`src/rtl/supv_pkg.sv`:
```
// Package: shared types of the supervisor reset generator.
// Assumes: nothing beyond IEEE 1800-2017.
package supv_pkg;

    // Phase of the reset sequence.
    typedef enum logic [1:0] {
        PH_CAUSE = 2'd0,   // a reset cause is present
        PH_HOLD  = 2'd1,   // causes gone, hold-off counting
        PH_FREE  = 2'd2    // reset released
    } supv_phase_e;

    // Width of a down-counter that must hold values 0 .. n-1.
    function automatic int cnt_width(input int n);
        return (n > 1) ? $clog2(n) : 1;
    endfunction

endpackage

```
`src/rtl/supv_sync.sv`:
```
// Module: supv_sync
// Does: brings an asynchronous level into the clk domain through a chain
//       of STAGES flip-flops.
// Assumes: STAGES >= 1; the reset value is the input's idle level so the
//       chain does not create a false event when rst_n releases.
module supv_sync #(
    parameter int   STAGES  = 2,
    parameter logic RST_VAL = 1'b1
) (
    input  logic clk,
    input  logic rst_n,
    input  logic d,
    output logic q
);

    logic [STAGES-1:0] chain;

    generate
        if (STAGES == 1) begin : g_one
            // Single stage: capture the level.
            always_ff @(posedge clk) begin
                if (!rst_n) chain <= RST_VAL;
                else        chain <= d;
            end
        end else begin : g_many
            // Multi stage: shift the level along the chain.
            always_ff @(posedge clk) begin
                if (!rst_n) chain <= {STAGES{RST_VAL}};
                else        chain <= {chain[STAGES-2:0], d};
            end
        end
    endgenerate

    assign q = chain[STAGES-1];

endmodule

```
`src/rtl/supv_prescaler.sv`:
```
// Module: supv_prescaler
// Does: divides the clock while run is high and pulses tick once every DIV
//       cycles; restart puts the phase back to zero so the first tick comes
//       exactly DIV cycles after it.
// Assumes: DIV >= 1; restart and run are never both high.
module supv_prescaler #(
    parameter int DIV = 4
) (
    input  logic clk,
    input  logic rst_n,
    input  logic restart,
    input  logic run,
    output logic tick
);
    import supv_pkg::*;

    localparam int CW = cnt_width(DIV);

    generate
        if (DIV == 1) begin : g_pass
            // No division: every running cycle is a tick.
            assign tick = run;
        end else begin : g_div
            logic [CW-1:0] phase;
            logic          at_end;

            assign at_end = (phase == CW'(DIV - 1));

            // Phase counter: cleared on restart, wraps at DIV-1 while running.
            always_ff @(posedge clk) begin
                if (!rst_n || restart) begin
                    phase <= '0;
                end else if (run) begin
                    phase <= at_end ? '0 : phase + 1'b1;
                end
            end

            assign tick = run && at_end;

            // two ticks are never adjacent, the time base really divides.
            a_r2_tick_spacing: assert property (@(posedge clk) disable iff (!rst_n)
                tick |=> !tick);
        end
    endgenerate

endmodule

```
`src/rtl/supv_holdoff.sv`:
```
// Module: supv_holdoff
// Does: sequences the reset phases. Any cause forces PH_CAUSE; the first
//       cycle without a cause loads the tick counter and starts the
//       prescaler; the last tick of the count moves to PH_FREE.
// Assumes: tick only arrives while busy is high; TICKS >= 1.
module supv_holdoff #(
    parameter int TICKS = 5
) (
    input  logic clk,
    input  logic rst_n,
    input  logic cause,
    input  logic tick,
    output logic restart,
    output logic busy,
    output logic free_next
);
    import supv_pkg::*;

    localparam int CW = cnt_width(TICKS);

    supv_phase_e   phase_q, phase_d;
    logic [CW-1:0] left_q, left_d;

    // Next phase and next count.
    always_comb begin
        phase_d = phase_q;
        left_d  = left_q;
        restart = 1'b0;
        if (cause) begin
            phase_d = PH_CAUSE;
        end else begin
            unique case (phase_q)
                PH_CAUSE: begin
                    phase_d = PH_HOLD;
                    left_d  = CW'(TICKS - 1);
                    restart = 1'b1;
                end
                PH_HOLD: begin
                    if (tick) begin
                        if (left_q == '0) phase_d = PH_FREE;
                        else              left_d  = left_q - 1'b1;
                    end
                end
                default: phase_d = PH_FREE;
            endcase
        end
    end

    // Phase and count registers; power-up behaves as a present cause.
    always_ff @(posedge clk) begin
        if (!rst_n) begin
            phase_q <= PH_CAUSE;
            left_q  <= '0;
        end else begin
            phase_q <= phase_d;
            left_q  <= left_d;
        end
    end

    assign busy      = (phase_q == PH_HOLD);
    assign free_next = (phase_d == PH_FREE);

    // a cause always wins, whatever the count was doing.
    a_r6_cause_wins: assert property (@(posedge clk) disable iff (!rst_n)
        cause |=> (phase_q == PH_CAUSE));

    // a hold-off is only ever entered from the cause phase.
    a_r8_hold_entry: assert property (@(posedge clk) disable iff (!rst_n)
        $rose(busy) |-> $past(phase_q == PH_CAUSE));

    // the count never exceeds its loaded value.
    a_r2_count_bound: assert property (@(posedge clk) disable iff (!rst_n)
        left_q <= CW'(TICKS - 1));

endmodule

```
`src/rtl/supv_reset_gen.sv`:
```
// Module: supv_reset_gen (top)
// Does: combines the low-line flag and the synchronized manual reset into
//       one cause, runs the shared hold-off timer and registers both
//       polarities of the processor reset from it.
// Assumes: low_line is already in the clk domain; man_rst_n is asynchronous
//       and debounced elsewhere. Hold-off = HOLD_TICKS * PRESCALE cycles.
module supv_reset_gen #(
    parameter int PRESCALE   = 1000,
    parameter int HOLD_TICKS = 200,
    parameter int SYNC_DEPTH = 2
) (
    input  logic clk,
    input  logic rst_n,
    input  logic low_line,
    input  logic man_rst_n,
    output logic sys_rst_n,
    output logic sys_rst,
    output logic hold_busy
);

    localparam int HOLD_CYCLES = PRESCALE * HOLD_TICKS;

    logic man_sync_n;
    logic cause;
    logic restart;
    logic tick;
    logic busy;
    logic free_next;
    logic rst_n_q;
    logic rst_q;

    supv_sync #(
        .STAGES  (SYNC_DEPTH),
        .RST_VAL (1'b1)
    ) u_sync (
        .clk   (clk),
        .rst_n (rst_n),
        .d     (man_rst_n),
        .q     (man_sync_n)
    );

    assign cause = low_line || !man_sync_n;

    supv_holdoff #(
        .TICKS (HOLD_TICKS)
    ) u_hold (
        .clk       (clk),
        .rst_n     (rst_n),
        .cause     (cause),
        .tick      (tick),
        .restart   (restart),
        .busy      (busy),
        .free_next (free_next)
    );

    supv_prescaler #(
        .DIV (PRESCALE)
    ) u_pre (
        .clk     (clk),
        .rst_n   (rst_n),
        .restart (restart),
        .run     (busy),
        .tick    (tick)
    );

    // Output registers: two flops, one per polarity, from the same decision.
    always_ff @(posedge clk) begin
        if (!rst_n) begin
            rst_n_q <= 1'b0;
            rst_q   <= 1'b1;
        end else begin
            rst_n_q <= free_next;
            rst_q   <= !free_next;
        end
    end

    assign sys_rst_n = rst_n_q;
    assign sys_rst   = rst_q;
    assign hold_busy = busy;

    // a low supply forces reset on the next edge.
    a_r1_low_line_holds: assert property (@(posedge clk) disable iff (!rst_n)
        low_line |=> !sys_rst_n);

    // a synchronized manual press forces reset on the next edge.
    a_r3_manual_holds: assert property (@(posedge clk) disable iff (!rst_n)
        !man_sync_n |=> !sys_rst_n);

    // the two output flops always disagree.
    a_r5_polarity: assert property (@(posedge clk) disable iff (!rst_n)
        sys_rst == !sys_rst_n);

    // release only ends a hold-off that was running.
    a_r2_release_from_hold: assert property (@(posedge clk) disable iff (!rst_n)
        $rose(sys_rst_n) |-> $past(busy));

    // the timer never runs while a cause is present.
    a_r8_busy_without_cause: assert property (@(posedge clk) disable iff (!rst_n)
        cause |=> !hold_busy);

    // HOLD_CYCLES documents the resulting stretch; it must be positive.
    initial begin
        a_r2_hold_positive: assert (HOLD_CYCLES > 0);
    end

endmodule

```
`config.mk`:
```
export PLATFORM = sky130hd
export DESIGN_NAME = supv_reset_gen
export DESIGN_NICKNAME = d
export VERILOG_FILES = /design/src/rtl/supv_pkg.sv /design/src/rtl/supv_sync.sv /design/src/rtl/supv_prescaler.sv /design/src/rtl/supv_holdoff.sv /design/src/rtl/supv_reset_gen.sv
export SDC_FILE = /design/constraint.sdc
export NUM_CORES = 1
export LEC_CHECK = 0
export BUFFER_PORTS_ARGS = -buffer_cell sky130_fd_sc_hd__buf_4
export CAP_MARGIN = 10
export CORE_UTILIZATION = 50
export CTS_BUF_LIST = sky130_fd_sc_hd__clkbuf_4
export DETAILED_ROUTE_END_ITERATION = 10
export PLACE_DENSITY = 0.66
export SETUP_SLACK_MARGIN = 0.4
export SLEW_MARGIN = 20
export SYNTH_ARGS = -nofsm -noshare
export SYNTH_HDL_FRONTEND = slang
export SYNTH_HIERARCHICAL = 1
export SYNTH_SLANG_ARGS = --single-unit
export TNS_END_PERCENT = 5
```
`constraint.sdc`:
```
create_clock -name clk -period 5.7 [get_ports clk]
set_input_delay 0.57 -clock clk [delete_from_list [all_inputs] [get_ports clk]]
set_output_delay 0.57 -clock clk [all_outputs]
set_load 0.02 [all_outputs]
```
==> results of run 1 <==
logic make-up (layout without fill, tap and decap cells):
group                    Yosys count  count (layout)
multiplexers                       2               2
flip-flops                        24              24
adder cells (fa/ha/maj)            2               2
AND/OR/NAND/NOR                   60              60
buffers and inverters              9              17
XOR/XNOR                           4               4
AO/OA/AOI/OAI                     24              24
power groups by stage:
| stage | clock [W] | sequential (W) | combinational (W) |
|---|---|---|---|
| after floorplan | 0 | 0.000183 | 0.0000354 |
| after global placement | 0 | 0.000184 | 0.0000435 |
| after detailed placement | 0 | 0.000184 | 0.0000441 |
| after CTS | 0.0000777 | 0.000181 | 0.0000445 |
| after global routing | 0.0000832 | 0.000182 | 0.0000494 |
| final | 0.0000736 | 0.000181 | 0.0000444 |
metrics by stage:
stage	area, um^2	hold slack, ns	utilization (%)
floorplan	1191	0.3863	-
global placement	1260	0.3986	56.41
detailed placement	1260	0.3940	56.41
CTS	1282	0.4162	57.42
global route	1282	0.4106	57.42
finish	1282	0.4224	57.42
worst paths after layout:
path	end	cells past startpoint	slack [ns]	from
hold / removal	u_sync/chain[1]	1	0.42	u_sync/chain[0]
hold reg to reg	u_sync/chain[1]	1	0.42	u_sync/chain[0]
setup reg to reg	u_hold/left_q[3]	7	2.86	u_hold/phase_q[0]
setup / recovery	u_hold/left_q[3]	7	2.86	u_hold/phase_q[0]
area by class of cell:
class,count,area share (%)
clock buffer,3,1.756
tap,28,2.732
inverter,8,2.341
sequential,24,37.46
multi-input combinational,92,52.20
timing repair buffer,6,3.512
critical path, delay by kind of cell, from the launching register on:
kind,cells,cell delay [ns]
simple gates,5,2.04
flops,1,0.41
compound gates,2,0.33
Yosys cell counts, types with 2 or more instances:
master and n:
nor3_1 2, xor2_1 3, nand2_1 10, dfxtp_1 24
inv_1 8, or3_1 3, nor2b_1 2, nand2b_1 5
ha_1 2, and2_1 2, a21oi_1 5, nand3_1 2
nor4_1 3, o211a_1 2, and3_1 2, o31a_1 3
nand4_4 2, nor2_1 11, nand4_1 4, or4_1 2
o21ai_0 4
layer usage:
metal | up-vias | share of wire [%] | wire length [um]
met5 | - | 0 | 0
met4 | 0 | 1.5 | 31
met3 | 4 | 3.0 | 64
met2 | 15 | 44 | 927
met1 | 430 | 51 | 1085
li1 | 474 | - | -
state kept, by name (all words and copies together) (netlist names):
name,flops
u_pre/g_div.phase,10
u_hold/phase_q,2
u_hold/left_q,8
sys_rst_n,1
u_sync/chain,2
sys_rst,1
==> summary.txt, run 1 <==
Root Driver -> clkbuf_4
# port buffers -> 6
Met2 usage -> 27.33%
CP max FO -> 10
Slew @ Worst Pin -> 0.9251 ns
Pre-CTS setup slack -> 2.848 ns
Commonest non-fill, non-tap cell in the layout -> dfxtp_1
Flops & latches, synth -> 24
Initial DRC Count -> 16
P_leak -> 0.5027 nW
Switching power -> 0.00007957 W
Final setup viols -> 0
Max_cap viols -> 0
Die Wd -> 50.81 um
Post-Synth Simple-Gate Area -> 32.46%
CP peak stage delay -> 0.76 ns
RD Place Congestion -> 0.7887
Post-DR vias/cell -> 5.733
GRT overflow -> 0
Core ar. -> 2233 um^2
Layer with the highest usage -> met2
DR vias -> 923
Post_cts resized -> 0
Synth Area in Adders -> 2.101%
Layout net count -> 141
Final Slew Violations -> 0
Pwr dens -> 232.9 nW/um^2
Layout cells sized above 1 -> 17.29%
Largest family of logic cells by synthesized area -> simple AND/OR/NAND/NOR gates
Largest net degree at the start of global routing -> 15
Average cell area after synthesis -> 9.529 um^2
Synth-to-layout area growth -> 7.668%
XOR/XNOR Fraction of Synth Area -> 2.941%
Met1 usage -> 24.86%
Setup TNS -> 0 ns
Post-synthesis compound-gate area fraction -> 16.60%
Antenna violations before repair -> 0
Final Skew -> 0.005126 ns
CTS Hold Bufs -> 0
Yosys warns -> 6
Clk_lat worst skew -> 0.31 ns
Switching portion of total power -> 26.64%
Kind of critical path -> reg2reg
CP Launch Type -> register
Total wire length -> 2.109 mm
Critical Path RT -> 5.95 ns
Maximum clock rate -> 0.3521 GHz
Via count of the first global-routing pass -> 769
Most frequent cells in the layout -> dfxtp_1, nor2_1, nand2_1
Gate power share -> 14.9%
Rows -> 17
Mapped Cells -> 125
Fillers -> 223
Drt drc -> 0
Worst setup EP type -> register
Dpl cells -> 158
Seq pwr share -> 60.5%
DR pass1 iterations -> 4
CTS buffer count -> 3
Reg clk slew, reported paths -> 0.13 ns
Max Buffers Root-to-Sink -> 2
Slew HR -> 38.20%
RSZ-0062 raised after global routing -> no
First-pass GRT wire length -> 3.422 mm
Die area -> 2582 um^2
Total internal power -> 0.0002191 W
Worst path slowest cell -> nor2b_1
Die height -> 50.81 um
Tmin final -> 2.840 ns
Starting density of the core -> 53.33%
H-tree levels -> 1
WP data arrival -> 3.09 ns
Crit-path cells -> nor2b_1 > nand3_4 > nor4_1 > nand2b_1 > o211ai_2 > or4_1 > a21oi_1
Post-synth top area share -> 40.34%
EDFF count, synth -> 0
Post-CTS Setup Bufs -> 0
Prevailing post-synth register cell -> dfxtp_1
Yosys cell types -> 45
Pwr Total -> 0.0002987 W
GRT Total Usage -> 18.30%
Register area -> 480.5 um^2
Period utilization -> 49.82%
Clock power share -> 24.6%
Hold crit path type -> reg2reg
Top Ports -> 7
Largest area contributor in the netlist -> dfxtp_1
Routed WL per cell -> 13.10 um
Post-synth net total -> 131
Antenna Nets Post-Route -> 0
Mux share of post-synthesis cell area -> 2.101%
Area contributors post-synth -> dfxtp_1, nand4_4, nor2_1, nand2_1, nand2b_1
Antenna diodes -> 0
VDD IR max -> 161.4 uV
CTS tree -> built
Met3 Usage GRT -> 3.571%
Post-synthesis sequential area ratio -> 40.34%
Hold Fails Final Rpt -> 0
Area of the mapped netlist -> 1191 um^2
Asr flop ratio synth -> 0%
Finished Layout Cells -> 161
# clock sinks -> 24
Status -> finished clean
Final worst setup slack -> 2.860 ns
Multi-input gate area in the final layout -> 669.4 um^2
Final HPWL DP -> 1.558 mm
Note: power is estimated with default switching activity, not from simulation.
==> inputs of run 2 (changes only) <==
Settings changed: PLACE_DENSITY 0.66 to 0.68.
Clock period 5.7 ns to 2.5 ns, I/O delays scaled along.
==> run 2 against run 1 <==
Via count decreased by 0.11%. Combinational power grew 150%. Largest cell class unchanged. Highest routed layer is now met3. Critical path depth did not move. Maximum frequency rose by 43%.
==> summary.txt, run 2 (synthesized netlist as in run 1, its figures left out) <==
Status -> finished clean
Largest net degree at the start of global routing -> 15
Worst reg-to-reg path cell count -> 7
RSZ-0062 raised after global routing -> no
Hold wc startpoint -> man_rst_n
CP Launch Type -> register
GRT overflow -> 0
Most frequent cells in the layout -> dfxtp_1, nor2_1, nand2_1
Commonest non-fill, non-tap cell in the layout -> dfxtp_1
Multi-input gate area in the final layout -> 720.7 um^2
Worst setup EP type -> register
Reg-to-reg endpoint -> u_hold/left_q[3]
Critical Path RT -> 2.76 ns
Root Driver -> clkbuf_4
Starting density of the core -> 53.33%
Hold crit path type -> in2reg
Layout cells sized above 1 -> 24.26%
CTS buffer count -> 3
Die Wd -> 50.81 um
R2r startpoint -> u_hold/phase_q[0]
Top Ports -> 7
Initial DRC Count -> 19
RD Place Congestion -> 0.7926
Die height -> 50.81 um
Synth-to-layout area growth -> 16.28%
Slew HR -> 67.27%
CTS Hold Bufs -> 0
Post_cts resized -> 3
Tmin final -> 1.989 ns
CP peak stage delay -> 0.49 ns
CP max FO -> 7
Via count of the first global-routing pass -> 924
Antenna diodes -> 0
Largest reg by FF count -> u_pre/g_div.phase
P_leak -> 0.5344 nW
Setup slack, reg-to-reg -> 0.51 ns
Kind of critical path -> reg2reg
Total wire length -> 2.224 mm
Final HPWL DP -> 1.639 mm
# port buffers -> 6
Final Slew Violations -> 0
Antenna Nets Post-Route -> 0
Drt drc -> 0
DR vias -> 922
Hold Path End -> u_sync/chain[0]
Pwr dens -> 578.7 nW/um^2
Worst path slowest cell -> or4_1
Hold Fails Final Rpt -> 0
Slew @ Worst Pin -> 0.4893 ns
Die area -> 2582 um^2
Routed WL per cell -> 13.56 um
Register area -> 486.7 um^2
CTS tree -> built
# clock sinks -> 24
Final setup viols -> 0
Final worst setup slack -> 0.5110 ns
Period utilization -> 79.56%
GRT Total Usage -> 20.00%
Crit-path cells -> nor2b_4 > nand3_4 > nor4_4 > nand2b_4 > o211ai_4 > or4_1 > a21oi_1
DR pass1 iterations -> 4
Fillers -> 203
Pre-CTS setup slack -> 0.3714 ns
Worst-case hold slack -> 0.1208 ns
Final Skew -> 0.005845 ns
Hold path cells -> 2
Placed standard-cell area -> 1315 um^2
Antenna violations before repair -> 0
Final instance area -> 1385 um^2
Reg clk slew, reported paths -> 0.13 ns
H-tree levels -> 1
VDD IR max -> 320.4 uV
Layout net count -> 143
Post-DR vias/cell -> 5.622
Biggest regs -> u_pre/g_div.phase (10), u_hold/left_q (8)
WP data arrival -> 2.24 ns
Max reg flops -> 10
Max_cap viols -> 0
Max Buffers Root-to-Sink -> 2
Core ar. -> 2233 um^2
Clk_lat worst skew -> 0.31 ns
Post-CTS Setup Bufs -> 0
Rows -> 17
Setup TNS -> 0 ns
Maximum clock rate -> 0.5028 GHz
First-pass GRT wire length -> 3.960 mm
run 2: worst max-delay path by stage:
stage	start	endpoint	slack (ns)	cells after the start
after floorplan	u_hold/phase_q[0]	u_hold/left_q[3]	0.41	8
after CTS	u_pre/g_div.phase[0]	u_hold/left_q[3]	0.45	7
after global placement	u_pre/g_div.phase[0]	u_hold/left_q[3]	0.47	7
final	u_hold/phase_q[0]	u_hold/left_q[3]	0.51	7
after detailed placement	u_pre/g_div.phase[0]	u_hold/left_q[7]	0.37	7
after global routing	u_hold/phase_q[0]	u_hold/left_q[3]	0.41	7
run 2: layout make-up:
cell class,instances,share of cell area [%]
multi-input combinational,92,52.03
sequential,24,35.14
timing repair buffer,8,4.336
tap,28,2.529
clock inverter,1,2.168
inverter,8,2.168
clock buffer,3,1.626
run 2: worst max-delay path, delay by kind of cell (launching register included):
family / cells / cell delay, ns
and+or+nand+nor: 5 / 1.28
DFF: 1 / 0.41
AOI/OAI and AO/OA: 2 / 0.25
run 2: power by group:
part           internal (W)  leakage (nW)  total, W  switching [W]
clock              0.000162        0.0279  0.000277       0.000115
sequential         0.000397         0.197  0.000413      0.0000160
combinational     0.0000512         0.309  0.000111      0.0000595
total              0.000610         0.534  0.000802       0.000191
run 2: metrics by stage:
step           std cells  power [W]  util [%]
2_1_floorplan        125  0.0005033         -
6_report             164  0.0008015     62.02
3_5_place_dp         160  0.0005307     58.88
3_3_place_gp         160  0.0005269     58.88
4_1_cts              164  0.0008079     61.46
5_1_grt              164  0.0008424     62.02
run 2: layer usage:
layer / vias up / wire length [um] / GRT usage, %
met5: - / 0 / 0
met4: 0 / 0 / 4.167
met3: 0 / 48 / 2.679
met2: 11 / 1060 / 37.11
met1: 431 / 1114 / 24.44
li1: 480 / - / -
